### src/rtl/smc_rd_pkg.sv
package smc_rd_pkg;
    typedef enum logic [1:0] {
        ST_IDLE = 2'd0,
        ST_RUN  = 2'd1,
        ST_DONE = 2'd2
    } rd_state_t;

    localparam int STB_RE = 0;
    localparam int STB_CS = 1;
    localparam int NSTB   = 2;
endpackage

### src/rtl/smc_rd_cycle_calc.sv
module smc_rd_cycle_calc #(
    parameter int CNT_W = 8,
    parameter int NSTB  = 2,
    localparam int SUM_W = CNT_W + 2
) (
    input  logic [NSTB-1:0][CNT_W-1:0] setup,
    input  logic [NSTB-1:0][CNT_W-1:0] pulse,
    input  logic [NSTB-1:0][CNT_W-1:0] hold,
    output logic [NSTB-1:0][CNT_W-1:0] pulse_eff,
    output logic [SUM_W-1:0]           total,
    output logic                       mismatch
);
    logic [NSTB-1:0][SUM_W-1:0] sum;

    for (genvar i = 0; i < NSTB; i++) begin : g_sum
        always_comb begin
            pulse_eff[i] = (pulse[i] == '0) ? CNT_W'(1) : pulse[i];
            sum[i] = {2'b00, setup[i]} + {2'b00, pulse_eff[i]} + {2'b00, hold[i]};
        end
    end

    always_comb begin
        total    = sum[0];
        mismatch = 1'b0;
        for (int i = 1; i < NSTB; i++) begin
            if (sum[i] > total) total = sum[i];
            if (sum[i] != sum[0]) mismatch = 1'b1;
        end
    end
endmodule

### src/rtl/smc_rd_strobe_gen.sv
module smc_rd_strobe_gen #(
    parameter int CNT_W = 8,
    localparam int SUM_W = CNT_W + 2
) (
    input  logic             clk,
    input  logic             rst_n,
    input  logic             run_nxt,
    input  logic [SUM_W-1:0] cnt_nxt,
    input  logic [CNT_W-1:0] setup,
    input  logic [CNT_W-1:0] pulse_eff,
    output logic             strobe_n
);
    logic [SUM_W-1:0] lo_edge;
    logic [SUM_W-1:0] hi_edge;
    logic             low_nxt;

    always_comb begin
        lo_edge = {2'b00, setup};
        hi_edge = lo_edge + {2'b00, pulse_eff};
        low_nxt = run_nxt && (cnt_nxt >= lo_edge) && (cnt_nxt < hi_edge);
    end

    always_ff @(posedge clk or negedge rst_n) begin
        if (!rst_n) strobe_n <= 1'b1;
        else        strobe_n <= !low_nxt;
    end
endmodule

### src/rtl/smc_read_timer.sv
module smc_read_timer
    import smc_rd_pkg::*;
#(
    parameter int ADDR_W = 24,
    parameter int DATA_W = 8,
    parameter int CNT_W  = 8
) (
    input  logic              clk,
    input  logic              rst_n,
    input  logic              req,
    input  logic [ADDR_W-1:0] req_addr,
    input  logic [CNT_W-1:0]  re_setup,
    input  logic [CNT_W-1:0]  re_pulse,
    input  logic [CNT_W-1:0]  re_hold,
    input  logic [CNT_W-1:0]  cs_setup,
    input  logic [CNT_W-1:0]  cs_pulse,
    input  logic [CNT_W-1:0]  cs_hold,
    output logic              ready,
    output logic              cfg_err,
    output logic [DATA_W-1:0] rd_data,
    output logic [ADDR_W-1:0] mem_addr,
    input  logic [DATA_W-1:0] mem_data,
    output logic              mem_re_n,
    output logic              mem_cs_n
);
    localparam int SUM_W = CNT_W + 2;

    rd_state_t state, state_nxt;
    logic [SUM_W-1:0] cnt, cnt_nxt;
    logic             run_nxt;
    logic             accept;

    logic [NSTB-1:0][CNT_W-1:0] set_in, pul_in, hld_in;
    logic [NSTB-1:0][CNT_W-1:0] set_q, pul_q, hld_q;
    logic [NSTB-1:0][CNT_W-1:0] set_use, pul_use, hld_use, pe_use;
    logic [SUM_W-1:0]           total_use;
    logic                       mis_use;
    logic [SUM_W-1:0]           re_last;
    logic [NSTB-1:0]            stb_n;

    assign accept = req && (state == ST_IDLE);

    always_comb begin
        set_in[STB_RE] = re_setup;
        pul_in[STB_RE] = re_pulse;
        hld_in[STB_RE] = re_hold;
        set_in[STB_CS] = cs_setup;
        pul_in[STB_CS] = cs_pulse;
        hld_in[STB_CS] = cs_hold;
    end

    // timing captured at acceptance; the accepting cycle uses the live inputs
    always_ff @(posedge clk or negedge rst_n) begin
        if (!rst_n) begin
            set_q <= '0;
            pul_q <= '0;
            hld_q <= '0;
        end else if (accept) begin
            set_q <= set_in;
            pul_q <= pul_in;
            hld_q <= hld_in;
        end
    end

    always_comb begin
        set_use = accept ? set_in : set_q;
        pul_use = accept ? pul_in : pul_q;
        hld_use = accept ? hld_in : hld_q;
    end

    smc_rd_cycle_calc #(.CNT_W(CNT_W), .NSTB(NSTB)) u_calc (
        .setup     (set_use),
        .pulse     (pul_use),
        .hold      (hld_use),
        .pulse_eff (pe_use),
        .total     (total_use),
        .mismatch  (mis_use)
    );

    // state register
    always_ff @(posedge clk or negedge rst_n) begin
        if (!rst_n) begin
            state <= ST_IDLE;
            cnt   <= '0;
        end else begin
            state <= state_nxt;
            cnt   <= cnt_nxt;
        end
    end

    // next-state logic
    always_comb begin
        state_nxt = state;
        cnt_nxt   = cnt;
        unique case (state)
            ST_IDLE: begin
                if (req) begin
                    state_nxt = ST_RUN;
                    cnt_nxt   = '0;
                end
            end
            ST_RUN: begin
                if (cnt == total_use - SUM_W'(1)) state_nxt = ST_DONE;
                else                              cnt_nxt   = cnt + SUM_W'(1);
            end
            ST_DONE: state_nxt = ST_IDLE;
            default: state_nxt = ST_IDLE;
        endcase
        run_nxt = (state_nxt == ST_RUN);
    end

    for (genvar i = 0; i < NSTB; i++) begin : g_stb
        smc_rd_strobe_gen #(.CNT_W(CNT_W)) u_stb (
            .clk       (clk),
            .rst_n     (rst_n),
            .run_nxt   (run_nxt),
            .cnt_nxt   (cnt_nxt),
            .setup     (set_use[i]),
            .pulse_eff (pe_use[i]),
            .strobe_n  (stb_n[i])
        );
    end

    assign mem_re_n = stb_n[STB_RE];
    assign mem_cs_n = stb_n[STB_CS];
    assign ready    = (state == ST_DONE);
    assign re_last  = {2'b00, set_use[STB_RE]} + {2'b00, pe_use[STB_RE]} - SUM_W'(1);

    // output registers
    always_ff @(posedge clk or negedge rst_n) begin
        if (!rst_n) begin
            mem_addr <= '0;
            cfg_err  <= 1'b0;
            rd_data  <= '0;
        end else begin
            if (accept) begin
                mem_addr <= req_addr;
                cfg_err  <= mis_use;
            end
            if ((state == ST_RUN) && (cnt == re_last)) rd_data <= mem_data;
        end
    end

    assert_idle_re_high_R3: assert property (@(posedge clk) disable iff (!rst_n)
        (state == ST_IDLE) |-> mem_re_n);
    assert_idle_cs_high_R4: assert property (@(posedge clk) disable iff (!rst_n)
        (state == ST_IDLE) |-> mem_cs_n);
    assert_ready_single_R5: assert property (@(posedge clk) disable iff (!rst_n)
        ready |=> !ready);
    assert_addr_hold_R2: assert property (@(posedge clk) disable iff (!rst_n)
        !accept |=> $stable(mem_addr));
    assert_err_hold_R6: assert property (@(posedge clk) disable iff (!rst_n)
        !accept |=> $stable(cfg_err));
    assert_rd_on_release_R7: assert property (@(posedge clk) disable iff (!rst_n)
        !$rose(mem_re_n) |-> $stable(rd_data));
    assert_cfg_frozen_R9: assert property (@(posedge clk) disable iff (!rst_n)
        (state == ST_RUN && $past(state) == ST_RUN) |-> ($stable(set_q) && $stable(pul_q) && $stable(hld_q)));
    assert_no_accept_busy_R8: assert property (@(posedge clk) disable iff (!rst_n)
        (state != ST_IDLE) |=> $stable(mem_addr));
endmodule

### config.mk
export PLATFORM = sky130hd
export DESIGN_NAME = smc_read_timer
export DESIGN_NICKNAME = d
export VERILOG_FILES = /design/src/rtl/smc_rd_pkg.sv /design/src/rtl/smc_rd_cycle_calc.sv /design/src/rtl/smc_rd_strobe_gen.sv /design/src/rtl/smc_read_timer.sv
export SDC_FILE = /design/constraint.sdc
export NUM_CORES = 1
export LEC_CHECK = 0
export ABC_AREA = 1
export BUFFER_PORTS_ARGS = -buffer_cell sky130_fd_sc_hd__buf_2
export CORE_MARGIN = 10
export CORE_UTILIZATION = 59
export CTS_BUF_LIST = sky130_fd_sc_hd__clkbuf_8
export CTS_CLUSTER_SIZE = 20
export DETAILED_ROUTE_END_ITERATION = 8
export GPL_TIMING_DRIVEN = 1
export MAX_ROUTING_LAYER = met4
export PLACE_DENSITY_LB_ADDON = 0.12
export SLEW_MARGIN = 20
export SYNTH_ARGS = -nofsm -noshare
export SYNTH_HDL_FRONTEND = slang
export SYNTH_SLANG_ARGS = --single-unit
### constraint.sdc
create_clock -name clk -period 10.6 [get_ports clk]
set_clock_uncertainty 0.05 [all_clocks]
set_input_delay 0.53 -clock clk [delete_from_list [all_inputs] [get_ports clk]]
set_output_delay 0.53 -clock clk [all_outputs]
set_load 0.01 [all_outputs]
=== Word level (Yosys, flattened, before mapping) ===
Cells that the tools add are included.

* Register bits: 95
* Input port bits: 83
* Output and inout port bits: 36

* Add/sub/neg operators: 7
* Magnitude comparators: 5
* Equality and inequality tests: 6
* Multiplexer cells: 13
* Reductions and logical operators: 11

{| class="wikitable"
|+ Operators by type and width
! kind !! count
|-
| 16-bit 2-to-1 mux || 3
|-
| 10-bit 2-to-1 mux || 3
|-
| 10-bit by 8-bit adder with 10-bit output || 2
|-
| 10-bit equality test || 2
|-
| 10-bit by 8-bit greater-or-equal comparator with 1-bit output || 2
|-
| 10-bit by 9-bit less-than comparator with 1-bit output || 2
|-
| 10-bit one-hot mux with 2 select lines || 1
|-
| 10-bit by 1-bit subtractor with 10-bit output, second input constant || 2
|-
| 8-bit by 8-bit adder with 9-bit output || 2
|-
| 8-bit zero test || 2
|-
| 8-bit 2-to-1 mux || 2
|-
| 10-bit by 1-bit adder with 10-bit output, second input constant || 1
|-
| 10-bit greater-than comparator || 1
|-
| 10-bit != test || 1
|-
| 1-bit logical AND || 6
|-
| 2-bit by 1-bit equality test with 1-bit output, second input constant || 2
|-
| 2-bit 2-to-1 mux || 2
|-
| 2-bit one-hot mux with 2 select lines || 1
|-
| 2-bit equality test, second input constant || 1
|-
| 1-bit zero test || 2
|-
| 2-bit zero test || 1
|-
| 1-bit 2-to-1 mux || 1
|}

=== Longest topological paths before layout ===
Gate-level depths: netlist of the first run.

* Depth after elaboration: 17
* Gate-level depth with buffers: 60

=== Cells and area by module ===
Synthesis of the first run repeated with hierarchy kept, for this count alone.

* Cell total of the unflattened synthesis: 1210
* Area total of the unflattened synthesis: 8400.6 µm²

{| class="wikitable"
|+ Modules (own cells, without submodules)
! module !! instances !! cells an instance !! area an instance (µm²) !! sequential area each (µm²)
|-
| smc_read_timer || 1 || 694 || 5143.7 || 2327.2
|-
| smc_rd_cycle_calc || 1 || 258 || 1645.3 || 0.0
|-
| smc_rd_strobe_gen || 2 || 129 || 805.8 || 26.3
|}

=== Worst setup path after synthesis of the first run ===
No wires, ideal clock.

* Kind: input -> register
* From: in req
* To: reg g_stb[1].u_stb.strobe_n
* Setup time: 0.064 ns
* Data arrival time: 7.463 ns
* Path slack: 3.023 ns
* Stages on the path: 53
* Buffers on the path: 2
* Path through: nand2_1 -> inv_1 -> clkbuf_1 -> clkbuf_1 -> or2_2 -> o21ai_0 -> inv_1 -> ha_1 -> a21oi_1 -> inv_1 -> a31oi_1 -> inv_1 -> nand2_1 -> nand2_1 -> a21oi_1 -> o21ai_0 -> a21o_1 -> xor2_1 -> (+17 left out) -> a21oi_1 -> nand3_1 -> nor2_1 -> nand3_2 -> nand2_2 -> inv_1 -> nand2_1 -> o21ai_0 -> a21oi_1 -> ha_1 -> a21oi_1 -> o221ai_1 -> a21o_1 -> a21oi_1 -> nand3_1 -> nand2_1 -> inv_2 -> nand3_1

{| class="wikitable"
|+ RTL lines
! what !! line !! source
|-
| from (decl) || smc_read_timer.sv:10 || <nowiki>input logic req,</nowiki>
|-
| 1-bit logical AND (*) || smc_read_timer.sv:41 || <nowiki>assign accept = req && (state == ST_IDLE);</nowiki>
|-
| 16-bit 2-to-1 mux (*) || n/a ||
|-
| named net g_stb[0].u_stb.setup[2] || smc_rd_strobe_gen.sv:9 || <nowiki>input logic [CNT_W-1:0] setup,</nowiki>
|-
| 8-bit by 8-bit adder with 9-bit output (*) || smc_rd_cycle_calc.sv:18 || <nowiki>sum[i] = {2'b00, setup[i]} + {2'b00, pulse_eff[i]} + {2'b00, hold[i]};</nowiki>
|-
| 10-bit by 8-bit adder with 10-bit output (*) || smc_rd_cycle_calc.sv:18 ||
|-
| 10-bit greater-than comparator || smc_rd_cycle_calc.sv:26 || <nowiki>if (sum[i] > total) total = sum[i];</nowiki>
|-
| 10-bit 2-to-1 mux (*) || smc_rd_cycle_calc.sv:26 ||
|-
| 10-bit by 1-bit subtractor with 10-bit output (*) || smc_read_timer.sv:103 || <nowiki>if (cnt == total_use - SUM_W'(1)) state_nxt = ST_DONE;</nowiki>
|-
| 10-bit equality test (*) || smc_read_timer.sv:103 ||
|-
| 10-bit 2-to-1 mux (*) || smc_read_timer.sv:103 ||
|-
| 10-bit one-hot mux with 2 select lines (*) || smc_read_timer.sv:95 || <nowiki>unique case (state)</nowiki>
|-
| named net cnt_nxt[3] || smc_read_timer.sv:29 || <nowiki>logic [SUM_W-1:0] cnt, cnt_nxt;</nowiki>
|-
| 10-bit by 8-bit greater-or-equal comparator with 1-bit output || smc_rd_strobe_gen.sv:20 || <nowiki>low_nxt = run_nxt && (cnt_nxt >= lo_edge) && (cnt_nxt < hi_edge);</nowiki>
|-
| 1-bit logical AND || smc_rd_strobe_gen.sv:20 ||
|-
| 1-bit logical AND (*) || smc_rd_strobe_gen.sv:20 ||
|-
| 1-bit zero test (*) || smc_rd_strobe_gen.sv:25 || <nowiki>else strobe_n <= !low_nxt;</nowiki>
|-
| to (signal assigned) || smc_rd_strobe_gen.sv:25 ||
|-
| to (decl) || smc_rd_strobe_gen.sv:11 || <nowiki>output logic strobe_n</nowiki>
|}

The timed path passes the listed nets; every way through them passes the cells marked *.
A chain may end at the register's enable or synchronous reset.

=== Final worst setup path of the first run ===
* From: reg state[1]
* To: reg g_stb[1].u_stb.strobe_n

* Word-level cells in the longest chain between the ends: 17

{| class="wikitable"
|+ RTL lines
! what !! line !! source
|-
| from (decl) || smc_read_timer.sv:28 || <nowiki>rd_state_t state, state_nxt;</nowiki>
|-
| from (signal assigned) || smc_read_timer.sv:86 || <nowiki>state <= state_nxt;</nowiki>
|-
| 2-bit zero test || smc_read_timer.sv:41, smc_read_timer.sv:95 ||
|-
| 1-bit logical AND || smc_read_timer.sv:41 ||
|-
| 16-bit 2-to-1 mux || n/a ||
|-
| 8-bit zero test || smc_rd_cycle_calc.sv:17 || <nowiki>pulse_eff[i] = (pulse[i] == '0) ? CNT_W'(1) : pulse[i];</nowiki>
|-
| 8-bit 2-to-1 mux || smc_rd_cycle_calc.sv:17 ||
|-
| 8-bit by 8-bit adder with 9-bit output || smc_rd_cycle_calc.sv:18 ||
|-
| 10-bit by 8-bit adder with 10-bit output || smc_rd_cycle_calc.sv:18 ||
|-
| 10-bit greater-than comparator || smc_rd_cycle_calc.sv:26 ||
|-
| (+2 left out) || n/a ||
|-
| 10-bit equality test || smc_read_timer.sv:103 ||
|-
| 10-bit 2-to-1 mux || smc_read_timer.sv:103 ||
|-
| 10-bit one-hot mux with 2 select lines (*) || smc_read_timer.sv:95 ||
|-
| named net cnt_nxt[3] || smc_read_timer.sv:29 ||
|-
| 10-bit by 8-bit greater-or-equal comparator with 1-bit output || smc_rd_strobe_gen.sv:20 ||
|-
| 1-bit logical AND || smc_rd_strobe_gen.sv:20 ||
|-
| 1-bit logical AND (*) || smc_rd_strobe_gen.sv:20 ||
|-
| 1-bit zero test (*) || smc_rd_strobe_gen.sv:25 ||
|}

Marks and branches as above.

==> reports/results.txt, run 1 <==
YS warnings -> 0
First-pass GRT wire length -> 31,500 µm
# resized after CTS -> 0
Via density -> 5.17
Pre-antenna DRT Iters -> 7
Area grow syn2layout -> 12.6%
Compound-Gate Fraction of Synth Area -> 0.0854
CP endpoint kind -> flop
DR DRC count -> 0
Post-route ant nets -> 0
Status -> finished clean
Post-synth EDFFs -> 0
GP Congestion -> 0.974
Port bufs -> 118
F_max -> 104 MHz
Setup crit start kind -> flop
Slew @ Worst Pin -> 0.679 ns
Die height -> 131 µm
DR iter-0 viols -> 385
Slew headroom -> 0.547
Setup_tns -> 0 ns
Hold Buf Count CTS -> 0
Syn Area/Cell -> 7.55 µm²
Initial antenna violation count -> 0
WL/cell -> 15.1 µm
Vias -> 6,497
Grt total ovfl -> 0
Syn nets -> 1,136
Hold Vio Cnt, Final -> 0
# IOs -> 119
# rows -> 40
Vias in the first global route -> 6,496
Crit share post-route -> 0.907
Simple-gate portion of the synthesized area -> 0.306
Xor and xnor area share after synthesis -> 0.0466
Cell Area, Synth -> 7330 µm²
Number of buffers created by CTS -> 9
Initial Utilization -> 0.605
Setup Viol. Count Final -> 0
Clk sinks -> 95
FILL cells -> 1,101
Crit-path most repeated cell -> nand2_1
Share of cells above drive strength 1 -> 0.209
Largest fanout on the critical path -> 43
Synth Area in Adders -> 0.144
CORE AREA -> 12,100 µm²
Synth async-reset ratio -> 1.00
Crit path time final -> 9.61 ns
Most frequent cells in the layout -> 294 x nand2_1, 130 x inv_1, 117 x buf_2, 93 x dfrtp_1, 78 x ha_1
Largest net degree at the start of global routing -> 53
Slowest CP cell -> a21oi_1
Tot GR Track Use -> 0.226
Dominant register cell in the synthesized netlist -> dfrtp_1
Worst hold path type -> input pin to async pin
Register bit total from synthesis -> 95
Worst skew pair latency -> 0.39 ns
Root Buffer Master -> clkbuf_8
Largest family of logic cells by synthesized area -> simple AND/OR/NAND/NOR gates
Antenna cell count -> 0
H-Tree Depth -> 3
CP arrival -> 9.90 ns
Critical Path RT -> 10.88 ns
Die Width -> 131 µm
CTS tree -> done
Clock transition at the registers of the reported paths -> 0.10 ns
Final WL -> 19,000 µm
Slowest stage delay, CP -> 0.45 ns
DP Wirelength -> 15,200 µm
Max-Cap Viols -> 0
Clk buf depth -> 2
WS Path Type -> flop to flop
RSZ-0062 raised after global routing -> no
Synth Instances -> 971
Register area share after synthesis -> 0.325
Post-CTS Setup Bufs -> 0
Commonest non-fill, non-tap cell in the layout -> nand2_1
FF/Latch Area -> 2380 µm²
Area of the multi-input gates -> 4360 µm²
Slew Limit Fails -> 0
Fraction of synthesized area in multiplexers -> 0.0123
Synth cell types -> 49
Nets@finish -> 1,249
Die area -> 17,300 µm²
[area by class of cell]
cell class	count	share of cell area
multi-input cells	723	0.529
repair buffers	121	0.0746
flip-flops and latches	95	0.288
well taps	168	0.0255
inverters	134	0.0609
clock buffers	10	0.0167
clock inverters	6	0.00546
[routing by layer]
metal	track usage	part of all wire	vias to the layer above	routed length [µm]
met5	-	0	-	0
met4	0.0711	0.019	0	354
met3	0.0362	0.044	36	829
met2	0.364	0.48	160	9040
met1	0.286	0.46	2952	8740
li1	-	-	3349	-
[sequential cells by signal (all words and copies together), names as in the netlist]
| name | count |
|---|---|
| cnt | 10 |
| cfg_err | 1 |
| pul_q | 16 |
| state | 2 |
| hld_q | 16 |
| set_q | 16 |
| rd_data | 8 |
| mem_addr | 24 |
| g_stb.u_stb.strobe_n | 2 |
[worst max-delay path: cells and delay by family, from the launching register on]
family | cells | cell delay [ns]
compound gates | 14 | 2.63
xor+xnor | 1 | 0.29
fa+ha+maj | 6 | 1.61
buf+inv | 8 | 0.91
flops | 1 | 0.41
simple gates | 27 | 3.63
[synthesized netlist by cell type, types with 3 or more instances]
cell	instances	area [µm²]
inv_1	129	484
nand2_2	21	131
nand3_2	9	90.1
nor3_1	5	25.0
nand2_4	3	33.8
nor2_1	40	150
or2_1	3	18.8
or2_2	23	144
xnor2_1	8	70.1
xor2_1	31	272
clkbuf_1	16	60.1
ha_1	78	976
nand2_1	295	1110
nand4_2	3	37.5
a21o_1	3	22.5
nor4_1	6	37.5
mux2_2	8	90.1
nand3b_1	3	22.5
o21ai_0	36	180
fa_1	4	80.1
o221ai_1	3	26.3
o211ai_1	3	22.5
a21oi_1	41	205
nor2_2	6	37.5
dfrtp_1	93	2330
nor2_4	3	33.8
nand3_1	49	245
inv_2	5	18.8
nand4_1	13	81.3
o21bai_1	5	37.5
a21oi_2	3	26.3
[logic make-up (layout without fill, tap and decap cells)]
group,Yosys count,after routing
compound gates,108,108
xor+xnor,39,39
fa+ha+maj,82,82
buf+inv,153,271
flops,95,95
mux,8,8
simple gates,486,486
[stage by stage]
step                instances  utilization  hold WS [ns]  area [µm²]  setup slack, ns
floorplan                 971            -         0.184        7330             3.02
global placement         1241        0.666         0.407        8070             1.01
detailed placement       1241        0.666         0.410        8070            0.735
CTS                      1257        0.681        0.0937        8250            0.824
global route             1257        0.682         0.122        8250           0.0983
finish                   1257        0.682        0.0795        8250            0.986
[path summary, 6_finish.rpt]
| kind | from | endpoint | slack, ns | cells after the start |
|---|---|---|---|---|
| worst max-delay path | state[1] | g_stb[1].u_stb.strobe_n | 0.99 | 56 |
| worst min-delay path | rst_n | mem_addr[4] | 0.08 | 1 |
| worst max register to register | state[1] | g_stb[1].u_stb.strobe_n | 0.99 | 56 |
| worst min register to register | mem_addr[6] | mem_addr[6] | 0.43 | 2 |
| max in group asynchronous | rst_n | cnt[6] | 9.35 | 2 |
| min in group clk | req_addr[22] | mem_addr[22] | 0.28 | 3 |
Power of run 1 is not shown: default switching activity piles up to over one toggle a cycle in this logic, so the estimate is an artifact.
==> run 2, diff against run 1 <==
ABC_AREA = 0   (was 1)
CORE_UTILIZATION = 55   (was 59)
==> run 2 against run 1 <==
Global-route usage shrank 1.0 points. Flip-flop and latch count is the same. Worst hold slack gained 0.18 ns. Via count shrank 3.1%. Core utilization shrank 2.9 points. First-iteration DRC count grew 9.4%. Synthesized cell count shrank 13%. Maximum frequency shrank 2.2%. Critical path depth shrank 9. Non-clock buffer count grew 13. Worst setup slack lost 0.22 ns.
==> reports/results.txt, run 2 <==
Status -> finished clean
Synth cell types -> 70
Crit share post-route -> 0.928
Tot GR Track Use -> 0.215
Slew headroom -> 0.364
Initial Utilization -> 0.568
CP startpoint -> state[1]
Post-route ant nets -> 0
Register area share after synthesis -> 0.328
CP endpoint kind -> flop
H-Tree Depth -> 3
Clk buf depth -> 2
Setup_tns -> 0 ns
Commonest non-fill, non-tap cell in the layout -> nand2_1
Post-synth EDFFs -> 0
Largest net degree at the start of global routing -> 75
Clock transition at the registers of the reported paths -> 0.10 ns
Flop2flop setup slack -> 0.77 ns
Dominant register cell in the synthesized netlist -> dfrtp_1
Vias -> 6,298
Setup crit start kind -> flop
Nets@finish -> 1,132
Top-area cell type share of the netlist area -> 0.321
Cell Area, Synth -> 7250 µm²
Top cells by count, synth -> 212 x nand2_1, 93 x dfrtp_1, 78 x ha_1
DR DRC count -> 0
Min-delay src -> req_addr[18]
DP Wirelength -> 15,000 µm
DR iter-0 viols -> 421
Syn nets -> 1,009
Hold Vio Cnt, Final -> 0
Synth Instances -> 844
Initial antenna violation count -> 0
Register bit total from synthesis -> 95
Antenna cell count -> 0
Share of cells above drive strength 1 -> 0.195
Grt total ovfl -> 0
Synth async-reset ratio -> 1.00
Setup Viol. Count Final -> 0
Die height -> 135 µm
# rows -> 41
Port bufs -> 118
Worst hold path type -> input pin to flop
Vias in the first global route -> 6,205
R2r startpoint -> state[1]
RSZ-0062 raised after global routing -> no
Slowest CP cell -> dfrtp_1
Pre-antenna DRT Iters -> 5
Number of buffers created by CTS -> 9
F_max -> 102 MHz
FILL cells -> 1,121
Syn Area/Cell -> 8.60 µm²
CORE AREA -> 12,800 µm²
Clk sinks -> 95
Area grow syn2layout -> 15.0%
# IOs -> 119
Largest fanout on the critical path -> 16
Top-count cell post-synth -> nand2_1
Crit path time final -> 9.83 ns
CP arrival -> 10.12 ns
Slew Limit Fails -> 0
First-pass GRT wire length -> 30,800 µm
Slew @ Worst Pin -> 0.954 ns
Synth top area cells -> dfrtp_1 32%, ha_1 13%, nand2_1 11%
Hold WS -> 0.261 ns
Max reg flops -> 24
Slowest stage delay, CP -> 0.44 ns
CTS tree -> done
Die area -> 18,200 µm²
Via density -> 5.51
Worst skew pair latency -> 0.40 ns
Root Buffer Master -> clkbuf_8
WL/cell -> 16.9 µm
GP Congestion -> 0.950
Most frequent cells in the layout -> 211 x nand2_1, 117 x buf_2, 93 x dfrtp_1, 77 x ha_1, 51 x inv_1
Yosys top cell by area -> dfrtp_1
Max-Cap Viols -> 0
Biggest register -> mem_addr
YS warnings -> 0
Die Width -> 135 µm
Critical Path RT -> 10.89 ns
Final WL -> 19,300 µm
WS Path Type -> flop to flop
==> run 2: repair_timing <==
action	CTS	global route
buffers inserted	0	1
setup endpoints to repair	0	2
hold buffers	1	0
endpoints found under the hold margin	21	0
gates resized for setup	0	12
==> run 2: cells by family after synthesis <==
| kind of cell | after synthesis | share of synthesized area |
|---|---|---|
| DFF | 95 | 0.328 |
| muxes | 36 | 0.0519 |
| AOI/OAI and AO/OA | 147 | 0.151 |
| buffers and inverters | 75 | 0.0402 |
| xor gates and xnor gates | 50 | 0.0614 |
| adders and majority gates | 82 | 0.146 |
| and+or+nand+nor | 359 | 0.222 |
==> run 2: final cells by class <==
type,instances,area (µm²),share of cell area
repair buffers,134,716,0.0858
flip-flops and latches,95,2380,0.285
inverters,51,191,0.0230
multi-input cells,676,4660,0.559
clock buffers,9,124,0.0149
clock inverters,7,53.8,0.00645
well taps,172,215,0.0258
==> run 2: critical path, delay by kind of cell (launching register included) <==
kind / cells / cell delay (ns)
multiplexers: 2 / 0.61
buffers and inverters: 2 / 0.25
AO/OA/AOI/OAI: 16 / 3.18
adder cells (fa/ha/maj): 5 / 1.53
AND/OR/NAND/NOR: 19 / 3.21
XOR/XNOR: 3 / 0.47
flip-flops: 1 / 0.44
==> run 2: metal layers <==
metal | track usage | part of all wire | vias up
li1 | - | - | 3182
met1 | 0.269 | 0.46 | 2938
met3 | 0.0375 | 0.042 | 24
met5 | - | 0 | -
met2 | 0.353 | 0.49 | 154
met4 | 0.0580 | 0.014 | 0
==> run 2: path summary, 6_finish.rpt <==
kind | to | cells past startpoint
worst max-delay path | g_stb[1].u_stb.strobe_n | 47
worst min-delay path | mem_addr[18] | 3
worst max register to register | g_stb[1].u_stb.strobe_n | 47
worst min register to register | mem_addr[20] | 2
max in group asynchronous | hld_q[4] | 3
min in group asynchronous | mem_addr[5] | 2
==> run 2: metrics by stage <==
stage / instance area [µm²] / utilization / cells / setup WS (ns)
5_1_grt: 8340 / 0.653 / 1144 / 0.00874
6_report: 8340 / 0.653 / 1144 / 0.766
3_5_place_dp: 8080 / 0.632 / 1124 / 0.123
2_1_floorplan: 7250 / - / 844 / 0.884
3_3_place_gp: 8080 / 0.632 / 1124 / 0.388
4_1_cts: 8260 / 0.647 / 1141 / 0.00503
Power of run 2 is left out for the same reason.
